==> src/rtl/strobe_fifo_pkg.sv <==
package strobe_fifo_pkg;
    typedef enum logic [1:0] {
        ST_CLEAR  = 2'd0,
        ST_ACTIVE = 2'd1,
        ST_REWIND = 2'd2
    } ctrl_state_e;
endpackage

==> src/rtl/sfifo_edge.sv <==
module sfifo_edge #(
    parameter int N = 2
) (
    input  logic         clk,
    input  logic         rst_n,
    input  logic [N-1:0] strobe_n,
    output logic [N-1:0] fall,
    output logic [N-1:0] rise
);
    logic [N-1:0] prev_q;

    for (genvar i = 0; i < N; i++) begin : g_edge
        always_ff @(posedge clk or negedge rst_n) begin
            if (!rst_n) prev_q[i] <= 1'b1;
            else        prev_q[i] <= strobe_n[i];
        end
        assign fall[i] = prev_q[i] & ~strobe_n[i];
        assign rise[i] = ~prev_q[i] & strobe_n[i];
    end
endmodule

==> src/rtl/sfifo_ram.sv <==
module sfifo_ram #(
    parameter int W     = 9,
    parameter int DEPTH = 256,
    localparam int AW   = $clog2(DEPTH)
) (
    input  logic          clk,
    input  logic          we,
    input  logic [AW-1:0] waddr,
    input  logic [W-1:0]  wdata,
    input  logic [AW-1:0] raddr,
    output logic [W-1:0]  rdata
);
    logic [W-1:0] mem [DEPTH];

    always_ff @(posedge clk) begin
        if (we) mem[waddr] <= wdata;
    end

    assign rdata = mem[raddr];
endmodule

==> src/rtl/sfifo_ctrl.sv <==
module sfifo_ctrl
    import strobe_fifo_pkg::*;
#(
    parameter int DEPTH = 256,
    localparam int AW   = $clog2(DEPTH),
    localparam int CW   = AW + 1
) (
    input  logic          clk,
    input  logic          rst_n,
    input  logic          rewind_n,
    input  logic          wr_fall,
    input  logic          rd_fall,
    input  logic          rd_rise,
    output logic          we,
    output logic [AW-1:0] waddr,
    output logic [AW-1:0] raddr,
    output logic          rd_take,
    output logic          dout_vld,
    output logic          empty_n,
    output logic          full_n,
    output logic          half_n
);
    localparam logic [CW-1:0] CNT_FULL = CW'(DEPTH);
    localparam logic [CW-1:0] CNT_HALF = CW'(DEPTH / 2);

    ctrl_state_e   state_q, state_d;
    logic [AW-1:0] wptr_q, rptr_q;
    logic [CW-1:0] cnt_q, cnt_d;
    logic          half_q, vld_q;
    logic          is_full, is_empty, op_ok, rewind_now, wr_acc, rd_acc;

    // next-state logic
    always_comb begin
        unique case (state_q)
            ST_CLEAR:  state_d = ST_ACTIVE;
            ST_ACTIVE: state_d = rewind_n ? ST_ACTIVE : ST_REWIND;
            ST_REWIND: state_d = rewind_n ? ST_ACTIVE : ST_REWIND;
            default:   state_d = ST_CLEAR;
        endcase
    end

    // state register
    always_ff @(posedge clk or negedge rst_n) begin
        if (!rst_n) state_q <= ST_CLEAR;
        else        state_q <= state_d;
    end

    assign is_full    = (cnt_q == CNT_FULL);
    assign is_empty   = (cnt_q == '0);
    assign op_ok      = (state_q == ST_ACTIVE) && rewind_n;
    assign rewind_now = (state_q == ST_ACTIVE) && !rewind_n;
    assign wr_acc     = op_ok && wr_fall && !is_full;
    assign rd_acc     = op_ok && rd_fall && !is_empty;

    always_comb begin
        unique case ({wr_acc, rd_acc})
            2'b10:   cnt_d = cnt_q + 1'b1;
            2'b01:   cnt_d = cnt_q - 1'b1;
            default: cnt_d = cnt_q;
        endcase
    end

    // pointer, occupancy and flag registers
    always_ff @(posedge clk or negedge rst_n) begin
        if (!rst_n) begin
            wptr_q <= '0;
            rptr_q <= '0;
            cnt_q  <= '0;
            half_q <= 1'b0;
            vld_q  <= 1'b0;
        end else if (rewind_now) begin
            rptr_q <= '0;
            cnt_q  <= {1'b0, wptr_q};
            half_q <= ({1'b0, wptr_q} > CNT_HALF);
            vld_q  <= 1'b0;
        end else begin
            if (wr_acc) wptr_q <= wptr_q + 1'b1;
            if (rd_acc) rptr_q <= rptr_q + 1'b1;
            cnt_q <= cnt_d;
            if (wr_acc && (cnt_d > CNT_HALF))
                half_q <= 1'b1;
            else if (op_ok && rd_rise && (cnt_d <= CNT_HALF))
                half_q <= 1'b0;
            if (rd_acc)       vld_q <= 1'b1;
            else if (rd_rise) vld_q <= 1'b0;
        end
    end

    // outputs
    always_comb begin
        we       = wr_acc;
        waddr    = wptr_q;
        raddr    = rptr_q;
        rd_take  = rd_acc;
        dout_vld = vld_q;
        empty_n  = !is_empty;
        full_n   = !is_full;
        half_n   = !half_q;
    end


    no_overflow_chk: assert property (@(posedge clk) disable iff (!rst_n)
        cnt_q <= CNT_FULL);


    full_blocks_wr_chk: assert property (@(posedge clk) disable iff (!rst_n)
        (is_full && wr_fall && op_ok) |=> $stable(wptr_q));


    empty_blocks_rd_chk: assert property (@(posedge clk) disable iff (!rst_n)
        (is_empty && rd_fall && op_ok) |=> $stable(rptr_q));


    rewind_rptr_chk: assert property (@(posedge clk) disable iff (!rst_n)
        rewind_now |=> (rptr_q == '0) && (cnt_q == {1'b0, $past(wptr_q)}));


    pair_keeps_cnt_chk: assert property (@(posedge clk) disable iff (!rst_n)
        (wr_acc && rd_acc) |=> $stable(cnt_q));


    flags_excl_chk: assert property (@(posedge clk) disable iff (!rst_n)
        empty_n || full_n);
endmodule

==> src/rtl/strobe_fifo.sv <==
module strobe_fifo #(
    parameter int WIDTH = 9,
    parameter int DEPTH = 256,
    localparam int AW   = $clog2(DEPTH)
) (
    input  logic             clk,
    input  logic             rst_n,
    input  logic             wr_n,
    input  logic             rd_n,
    input  logic             rewind_n,
    input  logic [WIDTH-1:0] din,
    output logic [WIDTH-1:0] dout,
    output logic             dout_vld,
    output logic             empty_n,
    output logic             full_n,
    output logic             half_n
);
    logic [1:0]       fall, rise;
    logic             we, rd_take;
    logic [AW-1:0]    waddr, raddr;
    logic [WIDTH-1:0] rdata;

    sfifo_edge #(.N(2)) u_edge (
        .clk      (clk),
        .rst_n    (rst_n),
        .strobe_n ({rd_n, wr_n}),
        .fall     (fall),
        .rise     (rise)
    );

    sfifo_ctrl #(.DEPTH(DEPTH)) u_ctrl (
        .clk      (clk),
        .rst_n    (rst_n),
        .rewind_n (rewind_n),
        .wr_fall  (fall[0]),
        .rd_fall  (fall[1]),
        .rd_rise  (rise[1]),
        .we       (we),
        .waddr    (waddr),
        .raddr    (raddr),
        .rd_take  (rd_take),
        .dout_vld (dout_vld),
        .empty_n  (empty_n),
        .full_n   (full_n),
        .half_n   (half_n)
    );

    sfifo_ram #(.W(WIDTH), .DEPTH(DEPTH)) u_ram (
        .clk   (clk),
        .we    (we),
        .waddr (waddr),
        .wdata (din),
        .raddr (raddr),
        .rdata (rdata)
    );

    always_ff @(posedge clk or negedge rst_n) begin
        if (!rst_n)       dout <= '0;
        else if (rd_take) dout <= rdata;
    end
endmodule

==> config.mk <==
export PLATFORM = sky130hd
export DESIGN_NAME = strobe_fifo
export DESIGN_NICKNAME = d
export VERILOG_FILES = /design/src/rtl/strobe_fifo_pkg.sv /design/src/rtl/sfifo_edge.sv /design/src/rtl/sfifo_ram.sv /design/src/rtl/sfifo_ctrl.sv /design/src/rtl/strobe_fifo.sv
export SDC_FILE = /design/constraint.sdc
export NUM_CORES = 2
export LEC_CHECK = 0
export BUFFER_PORTS_ARGS = -buffer_cell sky130_fd_sc_hd__buf_4
export CAP_MARGIN = 20
export CORE_AREA = 4 4 556 558
export CTS_BUF_LIST = sky130_fd_sc_hd__clkbuf_16
export DETAILED_ROUTE_END_ITERATION = 10
export DIE_AREA = 0 0 560 562
export HOLD_SLACK_MARGIN = 0.03
export MAX_ROUTING_LAYER = met4
export PLACE_DENSITY = 0.46
export SKIP_LAST_GASP = 1
export SLEW_MARGIN = 20
export SYNTH_ARGS = -nofsm -noshare
export SYNTH_HDL_FRONTEND = slang
export SYNTH_SLANG_ARGS = --single-unit
==> constraint.sdc <==
create_clock -name clk -period 4.92 [get_ports clk]
set_input_delay 0.984 -clock clk [delete_from_list [all_inputs] [get_ports clk]]
set_output_delay 0.984 -clock clk [all_outputs]
set_load 0.02 [all_outputs]
# Yosys cells after proc, flatten, opt, wreduce, memory -nomap -nowiden
# Memories as Yosys holds them, arrays and structs flattened. A register that Yosys moved wholly into a read port is not among the register bits.
# Index checks and enable logic that the tools add are counted.
[totals] ff_bits=31 latchBits=0 ramBits=2304 romBits=0 inputBits=14 output_inout_bits=13 wordCells=63 memories=1
[memory_table] name="u_ram.mem" depth=256 width=9 read_ports=1 rd_clocked_by_memory_dff=1 write_ports=1 line="sfifo_ram.sv:13" source="logic [W-1:0] mem [DEPTH];"
[op_classes] n_addsub=4 multipliers=0 n_div=0 n_lt_le_gt_ge=3 eq_ne=5 n_shift=0 muxes=14 bitwise_logic=7 n_reduce_logical=21
[op_table] op="one-hot mux 9 bit (2 select lines)" n=1
[op_table] op="adder 8 x 1 -> 8 bit, second input constant" n=2
[op_table] op="2-to-1 mux 8 bit" n=2
[op_table] op="adder 9 x 1 -> 9 bit, second input constant" n=1
[op_table] op="equality test 9 bit, second input constant" n=1
[op_table] op="greater-than comparator 9 x 8 -> 1 bit, second input constant" n=1
[op_table] op="less-or-equal comparator 9 x 8 -> 1 bit, second input constant" n=1
[op_table] op="logical AND 1 bit" n=9
[op_table] op="logical NOT 9 bit" n=1
[op_table] op="2-to-1 mux 9 bit" n=1
[op_table] op="subtractor 9 x 1 -> 9 bit, second input constant" n=1
[op_table] op="greater-than comparator 8 bit, second input constant" n=1
[op_table] op="2-to-1 mux 1 bit" n=8
[op_table] op="nonzero test 3 bit" n=2
[op_table] op="logical NOT 1 bit" n=5
[op_table] op="equality test 2 x 1 -> 1 bit, second input constant" n=2
[op_table] op="equality test 2 bit, second input constant" n=2
[op_table] op="NOT 1 bit" n=4
[op_table] op="one-hot mux 2 bit (2 select lines)" n=1
[op_table] op="bitwise AND 1 bit" n=3
[op_table] op="logical NOT 2 bit" n=1
[op_table] op="2-to-1 mux 2 bit" n=1
[op_table] op="AND reduction 2 bit" n=1
[op_table] op="nonzero test 2 bit" n=1
[op_table] op="OR reduction 2 bit" n=1

# Depth between registers and ports, before layout
[logic_depth] ltp_word=11 depth_mapped=16 mapped_depth_nobuf=15

# Hierarchy
# A second synthesis with hierarchy kept.
[unflattened] cells_unflattened=4438 hier_area_um2=91353.9
[by_module_without_submodules] module="sfifo_ram" instances=1 cells_each=4228 area_each_um2=89098.0 seq_area_each_um2=69186.4
[by_module_without_submodules] module="sfifo_ctrl" instances=1 cells_each=185 area_each_um2=1796.7 seq_area_each_um2=725.7
[by_module_without_submodules] module="strobe_fifo" instances=1 cells_each=19 area_each_um2=371.6 seq_area_each_um2=225.2
[by_module_without_submodules] module="sfifo_edge" instances=1 cells_each=6 area_each_um2=87.6 seq_area_each_um2=52.6

# Worst setup path before layout
# No wires, ideal clock.
[synth_timing] path_kind="reg-to-reg" start="register u_ctrl.cnt_q[0]" end="register u_ctrl.half_q" setup_ns=0.082 arrival_ns=3.693 setup_slack_ns=1.146 stages_incl_launch_ff=14 path_buffers=1 synth_period_minus_slack_ns=3.774 path_cell_list="dfrtp_1 nor4_2 nand4_1 and4_1 clkbuf_1 inv_1 ha_1 ha_1 nor2b_1 o31a_1 o311a_1 o2111a_1 o31a_1 a31oi_1"
[synth_between] elab_chain_cells=9
[synth_lines] item="start: declaration" line="sfifo_ctrl.sv:28" source="logic [CW-1:0] cnt_q, cnt_d;"
[synth_lines] item="start signal: assignment" line="sfifo_ctrl.sv:73" source="cnt_q <= {1'b0, wptr_q};"
[synth_lines] item="start signal: assignment" line="sfifo_ctrl.sv:79" source="cnt_q <= cnt_d;"
[synth_lines] item="equality test 9 bit (*)" line="sfifo_ctrl.sv:48" source="assign is_full = (cnt_q == CNT_FULL);"
[synth_lines] item="logical NOT 1 bit (*)"
[synth_lines] item="via full_n" line="strobe_fifo.sv:15" source="output logic full_n,"
[synth_lines] item="logical AND 1 bit (*)" line="sfifo_ctrl.sv:52" source="assign wr_acc = op_ok && wr_fall && !is_full;"
[synth_lines] item="equality test 2 x 1 -> 1 bit / equality test 2 bit (equally long branches)" line="sfifo_ctrl.sv:56" source="unique case ({wr_acc, rd_acc})"
[synth_lines] item="one-hot mux 9 bit (2 select lines)" line="sfifo_ctrl.sv:56"
[synth_lines] item="greater-than comparator 9 x 8 -> 1 bit" line="sfifo_ctrl.sv:80" source="if (wr_acc && (cnt_d > CNT_HALF))"
[synth_lines] item="logical AND 1 bit" line="sfifo_ctrl.sv:80"
[synth_lines] item="2-to-1 mux 1 bit" line="sfifo_ctrl.sv:80"
[synth_lines] item="2-to-1 mux 1 bit" line="sfifo_ctrl.sv:71" source="end else if (rewind_now) begin"
[synth_lines] item="end signal: assignment" line="sfifo_ctrl.sv:74" source="half_q <= ({1'b0, wptr_q} > CNT_HALF);"
[synth_lines] item="end: declaration" line="sfifo_ctrl.sv:29" source="logic half_q, vld_q;"
# Mark *: on every way through the listed nets, which the timed path passes. The rest lies on a longest branch.
# A chain may end at the register's enable or synchronous reset.

==> metrics <==
r2r worst-path depth=10; Clock Tree Root=clkbuf_16; clock sink total=2344; pwr/cell area=474.8 nW/µm²; Yosys warning count=0; clock slew at reported path FFs=0.06 ns; initial antenna violation count=14; max-cap viol count=0; IO Port Bufs=26; starting density of the core=29.85%; fin nets=4898; Fill cells=28.19k; startpoint types=flip-flop; synthesized cell area=90910 µm²; Peak VDD IR=0.2969 mV; largest buffer count on any clock path=4; P_leak=0.03325 µW; largest net degree at the start of global routing=136; residual DRC count=0; Reg power frac=44.1%; most common cell after layout, fill and taps aside=edfxtp_1; postcts setup bufs=0; HPWL Detailed=178800 µm; Clock power frac=37.5%; post-synthesis register bit count=2344; Fin Hold WS=0.1753 ns; Post-Syn Instances=4351; Synth area leader=edfxtp_1; Max H-tree Level=5; WP data required=5.62 ns; Post-synth EDFFs=2304; Worst R2R Start=u_ctrl.raddr[0]; Internal=37560 µW; switch share=26.27%; Via density=5.198; Final period util=86.55%; Num CTS Buffers=268; Slew Viols, Final=0; top_reg_cell synth=edfxtp_1; Ports=27; P_sw=13380 µW; Syn Area/Cell=20.89 µm²; asr flop ratio synth=1.706%; final setup fails=0; via count=47.07k; Placer Congestion=0.8444; Setup crit end kind=flip-flop; worst-margin pin slew=1.142 ns; Final ANT Viol Nets=0; count of cell types in the netlist=71; Setup Crit Path Kind=flip-flop to flip-flop; most frequent cells in the layout=edfxtp_1 (2304), mux4_2 (523), buf_4 (453), nor2_1 (309), clkbuf_16 (278); Total GRT Usage=18.11%; clock skew=0.03499 ns; die area=314700 µm²; Post-Route WL=282300 µm; CTS resizes=0; minimum clock period=4.258 ns; register area share after synthesis=77.21%; Setup TNS Final=0 ns; drt wl/cell=31.17 µm; RSZ-0062 raised after global routing=no; TritonRoute pass-1 iters=5; Overall Power=50940 µW; critical-path maximum fanout=33; TritonCTS clock tree=yes; top cell type's share of synthesized area=76.10%; starting DRC count in detailed routing=5178; share of cells above drive strength 1=28.17%; synth-to-layout area growth=18.01%; first-pass GRT wire length=394300 µm; relative slew slack=23.89%; largest cells by area after synthesis=edfxtp_1 (76%), mux4_2 (13%), mux2i_1 (1.4%); f_max=234.8 MHz; Tightest Hold Check Type=input port to asynchronous set/reset pin; WP data arrival=4.96 ns; status=completed; Combinational Power Share=18.4%; Die Ht=562 µm; vias in the first global route=47.81k; total congestion overflow after global routing=0; R2R Setup Slk=0.66 ns; hold buffer count at cts=0; core area=304500 µm²; Die Span X=560 µm; Hold Violations, Final=0; syn nets=4382; Clk Latency, worst-skew pair=0.84 ns; Reg2Reg Capture Point=dout[8]; num rows=203
==> cell type report <==
class                           instances  area, µm²  share of cell area [%]
Sequential cell                      2344      70200                   65.44
Clock inverter                        177       1309                   1.220
Antenna cell                            7      17.52                 0.01633
Tap cell                             3997       5001                   4.662
Timing Repair Buffer                  505       4373                   4.076
Inverter                               18      67.56                 0.06298
Clock buffer                          278       6957                   6.484
Multi-Input combinational cell       1730      19350                   18.04
==> per-stage QoR <==
stage | instance area [µm²] | cells | setup WS, ns | util (%)
after detailed placement | 98990 | 8594 | 0.5582 | 32.51
after floorplan | 90910 | 4351 | 1.146 | -
after global routing | 107300 | 9052 | 0.4613 | 35.22
final | 107300 | 9056 | 0.6616 | 35.23
after global placement | 98980 | 8593 | 0.3108 | 32.50
after CTS | 107300 | 9049 | 0.5365 | 35.22
==> cell families (layout without fill, tap and decap cells) <==
group | after synthesis | count (layout) | synth area share (%)
and+or+nand+nor | 574 | 574 | 2.761
buffers and inverters | 277 | 978 | 1.612
adders and majority gates | 17 | 17 | 0.2422
AOI/OAI and AO/OA | 468 | 468 | 3.607
other | 0 | 7 | 0
muxes | 655 | 655 | 14.42
xor gates and xnor gates | 16 | 16 | 0.1541
DFF | 2344 | 2344 | 77.21
==> power by group through the flow <==
stage                     logic, µW  registers [µW]  clock network (µW)
final                          9380           22500               19100
after CTS                      9580           22500               19500
after global routing           9970           22500               20400
after global placement         9530           22900                   0
after detailed placement       9560           22900                   0
after floorplan                6370           22600                   0
==> how the worst max path moves through the flow <==
stage	startpoint	to	slack [ns]	depth (start not counted)
after floorplan	u_ctrl.cnt_q[0]	u_ctrl.half_q	1.15	13
after global placement	u_ctrl.raddr[0]	dout[6]	0.31	8
after detailed placement	u_ctrl.raddr[0]	dout[6]	0.56	8
after CTS	u_ctrl.raddr[0]	dout[6]	0.54	8
after global routing	u_ctrl.cnt_q[0]	u_ctrl.cnt_q[8]	0.46	13
final	u_ctrl.raddr[0]	dout[8]	0.66	10
==> synth_stat cells (4+ instances only) <==
master and instances:
and3_1 8, nor3_1 34, nand3_1 36, a2111oi_0 5
mux2_2 7, o22ai_1 72, a221oi_1 39, or4_1 4
buf_4 33, o211ai_1 7, o221ai_1 16, edfxtp_1 2304
a22oi_1 101, nand2b_1 10, and2_1 8, a22o_1 43
a21oi_1 70, buf_2 77, dfrtp_1 38, ha_1 16
a21o_1 4, nor2b_1 17, nor2_1 313, buf_1 13
o31ai_1 4, xnor2_1 10, mux4_2 523, clkbuf_1 109
o21ai_0 42, nand4_1 17, a31oi_1 21, o21ai_1 5
or2_2 8, mux2i_1 125, nor4_1 5, inv_1 17
nand2_1 97, buf_6 25, xor2_1 6, a211oi_1 13
==> registers in the layout, summed over array words and instances, names as in the netlist, 2 cells and up <==
register        cells
u_ram.mem        2304
dout                9
u_ctrl.cnt_q        9
u_ctrl.raddr        8
u_ctrl.waddr        8
u_ctrl.state_q      2
u_edge.prev_q       2
==> metal layers <==
| metal | GRT usage (%) | share of wire [%] |
|---|---|---|
| met1 | 24.87 | 44 |
| met2 | 27.95 | 47 |
| met3 | 2.639 | 5.8 |
| met4 | 5.605 | 3.2 |
| met5 | - | 0 |
==> critical path, cell delays in order (launching register included) <==
cell and delay, ns:
dfrtp_4 1.12, buf_12 0.28, buf_12 0.19, buf_4 0.24, mux4_2 0.51, and3_1 0.18
a31oi_1 0.48, nand4_1 0.14, o21ai_0 0.60, and3_1 0.27, nand3_1 0.06
No activity file was read; power rests on OpenSTA's default activity.
